## src/rtl/esm_pkg.sv

```systemverilog
package esm_pkg;

  localparam int unsigned REG_BYTE_W = 8;
  localparam int unsigned COUNT_REG_W = 16;
  localparam int unsigned SEVERE_RATIO = 1000;

  typedef enum logic [1:0] {
    SEL_NONE = 2'd0,
    SEL_STAT = 2'd1,
    SEL_CHI  = 2'd2,
    SEL_CLO  = 2'd3
  } rd_sel_e;

endpackage

```

## src/rtl/esm_event_counter.sv

```systemverilog
module esm_event_counter #(
  parameter int unsigned W = 16
) (
  input  logic         clk,
  input  logic         rst_n,
  input  logic         restart,
  input  logic         evt,
  output logic [W-1:0] count
);

  localparam logic [W-1:0] TOP = {W{1'b1}};

  function automatic logic [W-1:0] next_count(input logic [W-1:0] cur,
                                               input logic        ev,
                                               input logic        rs);
    logic [W-1:0] base;
    base = rs ? '0 : cur;
    if (ev && (base != TOP)) return base + 1'b1;
    return base;
  endfunction

  always_ff @(posedge clk) begin
    if (!rst_n) count <= '0;
    else        count <= next_count(count, evt, restart);
  end

endmodule

```

## src/rtl/esm_grader.sv

```systemverilog
module esm_grader #(
  parameter int unsigned ERR_W = 24,
  parameter int unsigned BIT_W = 26,
  parameter int unsigned RATIO = esm_pkg::SEVERE_RATIO
) (
  input  logic [ERR_W-1:0] err_count,
  input  logic [BIT_W-1:0] bit_count,
  output logic             errored,
  output logic             severe
);

  localparam int unsigned RATIO_W = $clog2(RATIO + 1);
  localparam int unsigned PROD_W  = ERR_W + RATIO_W;
  localparam int unsigned CMP_W   = ((PROD_W > BIT_W) ? PROD_W : BIT_W) + 1;
  localparam logic [CMP_W-1:0] RATIO_K = CMP_W'(RATIO);

  function automatic logic is_severe(input logic [ERR_W-1:0] e,
                                     input logic [BIT_W-1:0] b);
    logic [CMP_W-1:0] scaled;
    logic [CMP_W-1:0] periods;
    scaled  = CMP_W'(e) * RATIO_K;
    periods = CMP_W'(b);
    return scaled > periods;
  endfunction

  assign errored = (err_count != '0);
  assign severe  = is_severe(err_count, bit_count);

endmodule

```

## src/rtl/esm_result_regs.sv

```systemverilog
module esm_result_regs #(
  parameter int unsigned CNT_W     = 16,
  parameter int unsigned ADDR_W    = 8,
  parameter logic [ADDR_W-1:0] ADDR_STAT = 8'h6D,
  parameter logic [ADDR_W-1:0] ADDR_CHI  = 8'h6E,
  parameter logic [ADDR_W-1:0] ADDR_CLO  = 8'h6F
) (
  input  logic                           clk,
  input  logic                           rst_n,
  input  logic                           tick,
  input  logic [CNT_W-1:0]               lcv_count,
  input  logic                           errored,
  input  logic                           severe,
  input  logic [ADDR_W-1:0]              rd_addr,
  output logic [esm_pkg::REG_BYTE_W-1:0] rd_data,
  output logic [CNT_W-1:0]               held_lcv,
  output logic                           held_es,
  output logic                           held_ses
);
  import esm_pkg::*;

  localparam int unsigned BW = REG_BYTE_W;

  logic [COUNT_REG_W-1:0] lcv_wide;
  rd_sel_e                sel;

  always_ff @(posedge clk) begin
    if (!rst_n) begin
      held_lcv <= '0;
      held_es  <= 1'b0;
      held_ses <= 1'b0;
    end else if (tick) begin
      held_lcv <= lcv_count;
      held_es  <= errored;
      held_ses <= severe;
    end
  end

  assign lcv_wide = COUNT_REG_W'(held_lcv);

  always_comb begin
    if      (rd_addr == ADDR_STAT) sel = SEL_STAT;
    else if (rd_addr == ADDR_CHI)  sel = SEL_CHI;
    else if (rd_addr == ADDR_CLO)  sel = SEL_CLO;
    else                           sel = SEL_NONE;
  end

  always_comb begin
    unique case (sel)
      SEL_STAT: rd_data = {{(BW-2){1'b0}}, held_es, held_ses};
      SEL_CHI:  rd_data = lcv_wide[COUNT_REG_W-1:BW];
      SEL_CLO:  rd_data = lcv_wide[BW-1:0];
      default:  rd_data = '0;
    endcase
  end

endmodule

```

## src/rtl/err_sec_monitor.sv

```systemverilog
module err_sec_monitor #(
  parameter int unsigned CNT_W  = 16,
  parameter int unsigned ERR_W  = 24,
  parameter int unsigned BIT_W  = 26,
  parameter int unsigned ADDR_W = 8
) (
  input  logic              clk,
  input  logic              rst_n,
  input  logic              sec_tick,
  input  logic              err_pulse,
  input  logic              lcv_pulse,
  input  logic              bit_pulse,
  input  logic [ADDR_W-1:0] rd_addr,
  output logic [7:0]        rd_data
);

  logic [CNT_W-1:0] lcv_run;
  logic [ERR_W-1:0] err_run;
  logic [BIT_W-1:0] bit_run;
  logic             grade_es;
  logic             grade_ses;
  logic [CNT_W-1:0] lat_lcv;
  logic             lat_es;
  logic             lat_ses;

  esm_event_counter #(.W(CNT_W)) u_lcv_cnt (
    .clk(clk), .rst_n(rst_n), .restart(sec_tick), .evt(lcv_pulse), .count(lcv_run)
  );

  esm_event_counter #(.W(ERR_W)) u_err_cnt (
    .clk(clk), .rst_n(rst_n), .restart(sec_tick), .evt(err_pulse), .count(err_run)
  );

  esm_event_counter #(.W(BIT_W)) u_bit_cnt (
    .clk(clk), .rst_n(rst_n), .restart(sec_tick), .evt(bit_pulse), .count(bit_run)
  );

  esm_grader #(.ERR_W(ERR_W), .BIT_W(BIT_W)) u_grade (
    .err_count(err_run), .bit_count(bit_run), .errored(grade_es), .severe(grade_ses)
  );

  esm_result_regs #(.CNT_W(CNT_W), .ADDR_W(ADDR_W)) u_regs (
    .clk(clk), .rst_n(rst_n), .tick(sec_tick), .lcv_count(lcv_run),
    .errored(grade_es), .severe(grade_ses), .rd_addr(rd_addr), .rd_data(rd_data),
    .held_lcv(lat_lcv), .held_es(lat_es), .held_ses(lat_ses)
  );

endmodule

```

## config.mk

```make
export PLATFORM = sky130hd
export DESIGN_NAME = err_sec_monitor
export DESIGN_NICKNAME = d
export VERILOG_FILES = /design/src/rtl/esm_pkg.sv /design/src/rtl/esm_event_counter.sv /design/src/rtl/esm_grader.sv /design/src/rtl/esm_result_regs.sv /design/src/rtl/err_sec_monitor.sv
export SDC_FILE = /design/constraint.sdc
export NUM_CORES = 1
export LEC_CHECK = 0
export BUFFER_PORTS_ARGS = -buffer_cell sky130_fd_sc_hd__buf_4
export CORE_AREA = 5 5 202 204
export DETAILED_ROUTE_END_ITERATION = 10
export DIE_AREA = 0 0 207 209
export SYNTH_ARGS = -nofsm -noshare
export SYNTH_HDL_FRONTEND = slang
export SYNTH_HIERARCHICAL = 1
export SYNTH_SLANG_ARGS = --single-unit
```

## constraint.sdc

```tcl
create_clock -name clk -period 7.6 [get_ports clk]
set_input_delay 2.28 -clock clk [delete_from_list [all_inputs] [get_ports clk]]
set_output_delay 2.28 -clock clk [all_outputs]
set_load 0.05 [all_outputs]
```

==> results by group <==
Setup path
  • Worst-path fanout max: 11
  • R2R Path Start: u_err_cnt/count[2]$_SDFF_PN0_
  • CP max stage delay: 0.59 ns
  • Critical Path End Type: register
  • Critical path cell sequence: inv_1 -> fa_1 -> fa_1 -> fa_1 -> fa_1 -> inv_1 -> ha_1 -> and3_1 -> nor3_1 -> nand2_1 -> a31o_1 -> a21o_1 -> a21oi_1 -> o31ai_1 -> xor2_1 -> ha_1 -> nand4_1 -> or4_1 -> nor3_1 -> a21oi_1 -> nor3_1 -> nand3_1 -> mux2i_1 -> nor2b_1
  • Critical path's top delay family: adder cells
  • Crit-path slowest cell: fa_1
  • Critical path required time: 7.85 ns
  • CP Buf/Inv Count: 2
  • Setup crit start: u_err_cnt/count[2]$_SDFF_PN0_
  • Nature of the critical path startpoint: register
  • Worst reg2reg setup slack: 0.89 ns
  • Crit Path Category: register to register
  • CP Data Arrival Time: 6.96 ns
  • CP dominant cell by count: fa_1

Timing
  • Fin crit share: 88.35%
  • Slew @ Worst Pin: 0.9981 ns
  • Max_slew headroom: 33.10%
  • Final Hold Fails: 0
  • Setup repair after global routing missed its margin: false
  • Pins Over Slew Limit: 0
  • Crit path time final: 6.715 ns
  • Final setup violating endpoints: 0
  • FMAX: 148.9 MHz
  • Setup Skew: 0.01352 ns
  • Setup TNS Final: 0 ns

Power and ir drop
  • Leakage: 4.288 nW
  • Pwr per Cell Area: 90.47 mW/mm^2
  • Total chip power: 0.0009448 W
  • Clock network power share: 44.5%
  • Max IR drop VDD: 0.08963 mV
  • Pint: 0.0006979 W
  • Switch share: 26.13%
  • P_sw: 0.0002468 W
  • Gate power share: 8.1%
  • Seq pwr share: 47.4%

Global route
  • Number of global-route vias before repair: 7445
  • Gr usage total: 9.802%
  • Largest net degree at the start of global routing: 73
  • Met1 Resource Use GR: 13.18%
  • Antenna violations before repair: 1
  • Met3 Usage GRT: 1.456%
  • Met2 Usage GRT: 16.40%
  • First-pass GRT wire length: 36680 um
  • Most Used Layer, Global Route: met2
  • Grt ovf: 0

Drt
  • Wire per inst: 13.00 um
  • Vias post-DR: 7365
  • Post-route ant nets: 0
  • Vias per cell: 4.577
  • Routed wire length: 20920 um
  • Initial DRC Count: 389
  • Drt drc: 0
  • Number of iterations in the first detailed-routing pass: 5

Status
  • Status: completed

Cells and area
  • # diodes: 0
  • Nets@finish: 1285
  • Area delta synth->final: 9.816%
  • Layout cells sized above 1: 7.565%

Clock network
  • CTS Buf Count: 9
  • Clk Tree Root Cell: clkbuf_16
  • Clock buffer depth: 2
  • Worst-path clk slew: 0.07 ns
  • CTS tree: yes
  • # Post-CTS Setup Buffers: 0
  • Clk Latency, worst-skew pair: 0.35 ns
  • Clock Sinks: 84
  • Hold_buf cts: 0
  • Htree depth: 3
  • Cts repair resizes: 0

Floorplanning
  • Full die area: 0.04326 sq mm
  • Num rows: 73
  • Die span in x: 207 um
  • Initial Util: 24.32%
  • Core box area: 0.03909 sq mm
  • Ports: 22
  • Chip Height: 209 um

Synthesis
  • #FFs+latches synth: 84
  • Syn Nets: 1275
  • Yosys cell types: 82
  • Register area share after synthesis: 17.68%
  • Post-synth EDFFs: 0
  • Syn Area/Cell: 8.887 sq um
  • Top_reg_cell synth: dfxtp_1
  • Async SR Flop Fraction: 0%
  • Mapped Cells: 1070
  • Mapped cell area: 0.009509 sq mm
  • Synth warnings: 6

Place
  • Number of port buffers: 21
  • HPWL after DPL: 16650 um
  • Routability Congestion: 0.8160

Flow run
  • Max cap viols: 0

Worst hold path
  • Worst hold path startpoint: u_bit_cnt/count[1]$_SDFF_PN0_
  • Worst Hold Class: register to register
logic make-up (layout without fill, tap and decap cells):
kind of cell | count (synthesis) | count (layout) | share of synthesized area (%)
AO/OA/AOI/OAI | 198 | 198 | 13.93
XOR/XNOR | 46 | 46 | 4.237
adder cells (fa/ha/maj) | 191 | 191 | 31.92
buffers and inverters | 191 | 205 | 8.342
flip-flops | 84 | 84 | 17.68
multiplexers | 31 | 31 | 3.382
AND/OR/NAND/NOR | 329 | 329 | 20.50
final timing paths:
path                                        end  depth (start not counted)
setup / recovery   u_regs/held_ses$_SDFFE_PN0P_                         24
hold / removal    u_bit_cnt/count[1]$_SDFF_PN0_                          2
setup reg to reg   u_regs/held_ses$_SDFFE_PN0P_                         24
hold reg to reg   u_bit_cnt/count[1]$_SDFF_PN0_                          2
sequential cells by signal, indices dropped and copies added, names as in the netlist:
register,flops
u_bit_cnt/count,26
u_err_cnt/count,24
u_lcv_cnt/count,16
u_regs/held_lcv,16
u_regs/held_es,1
u_regs/held_ses,1
worst reg2reg max path, stage by stage (launching register included):
cell	delay (ns)
dfxtp_1	0.57
inv_1	0.19
fa_1	0.59
fa_1	0.46
fa_1	0.50
fa_1	0.52
inv_1	0.04
ha_1	0.36
and3_1	0.23
nor3_1	0.24
nand2_1	0.15
a31o_1	0.26
a21o_1	0.18
a21oi_1	0.24
o31ai_1	0.11
xor2_1	0.15
ha_1	0.28
nand4_1	0.11
or4_1	0.57
nor3_1	0.26
a21oi_1	0.11
nor3_1	0.20
nand3_1	0.10
mux2i_1	0.14
nor2b_1	0.06
layout make-up:
type	count	area [sq um]
inverters	168	630.6
repair buffers	22	165.2
fillers	4221	28650
well taps	525	656.9
clock buffers	9	225.2
multi-input cells	795	7034
flip-flops and latches	84	1682
clock inverters	6	48.80
cells in the final DEF (no fill, tap or decap), drive strengths merged, types with 4 or more instances in the layout:
cell type / instances
xnor2: 37
mux2i: 28
clkbuf: 9
and4b: 8
and3: 7
a31oi: 6
o21ai: 34
or4: 13
a211oi: 15
nand3: 31
nor3: 16
a21o: 25
dfxtp: 84
and4: 4
a22oi: 4
ha: 105
nor2b: 34
nand4b: 7
or2: 5
nor4: 12
nand2b: 11
and2: 4
a2111oi: 7
o31ai: 10
a21oi: 66
buf: 22
fa: 86
nand2: 55
xor2: 9
nor3b: 4
or3: 23
and2b: 10
o211ai: 8
inv: 169
nor2: 58
nand4: 20
per-stage QoR:
step / worst slack (ns) / hold WS, ns / cell area, sq um / utilization [%] / std cells
after floorplan: 1.455 / 0.4540 / 9509 / - / 1070
after CTS: 0.8439 / 0.4894 / 10440 / 26.71 / 1609
after detailed placement: 0.8963 / 0.4757 / 10170 / 26.01 / 1594
after global placement: 1.011 / 0.4693 / 10170 / 26.01 / 1594
after global routing: 0.4071 / 0.5508 / 10440 / 26.71 / 1609
final: 0.8854 / 0.4907 / 10440 / 26.71 / 1609
per-layer routing:
layer / up-vias / share of wire, %
li1: 3705 / -
met1: 3535 / 49
met2: 100 / 46
met3: 23 / 2.7
met4: 2 / 1.8
met5: - / 0.062
synth_stat cells (4+ instances only):
cell type	instances	area, sq um
inv_1	167	626.9
ha_1	105	1314
fa_1	86	1722
dfxtp_1	84	1682
a21oi_1	64	320.3
nor2_1	58	217.7
nand2_1	55	206.5
xnor2_1	37	324.1
nor2b_1	34	212.7
nand3_1	31	155.2
mux2i_1	28	280.3
o21ai_0	28	140.1
a21o_1	25	187.7
or3_1	22	137.6
nand4_1	17	106.4
a211oi_1	14	105.1
nor3_1	14	70.07
or4_1	12	90.09
nand2b_1	10	62.56
o31ai_1	10	75.07
buf_6	9	101.4
clkbuf_1	9	33.78
nor4_1	9	56.30
xor2_1	9	78.83
o211ai_1	8	60.06
and3_1	7	43.79
a31oi_1	6	37.54
and2b_1	6	45.04
o21ai_1	6	30.03
a2111oi_2	5	75.07
and4b_2	5	56.30
nand4b_1	5	43.79
or2_2	5	31.28
a22oi_1	4	30.03
and2_1	4	25.02
and2b_2	4	35.03
nor3b_1	4	30.03
power by group through the flow:
stage	sequential [W]	clock [W]	combinational [W]
final	0.000448	0.000420	0.0000764
after global routing	0.000449	0.000450	0.0000865
after CTS	0.000448	0.000439	0.0000778
after detailed placement	0.000459	0	0.0000773
after global placement	0.000458	0	0.0000765
after floorplan	0.000456	0	0.0000558
Power figures use the tool's default switching activity.
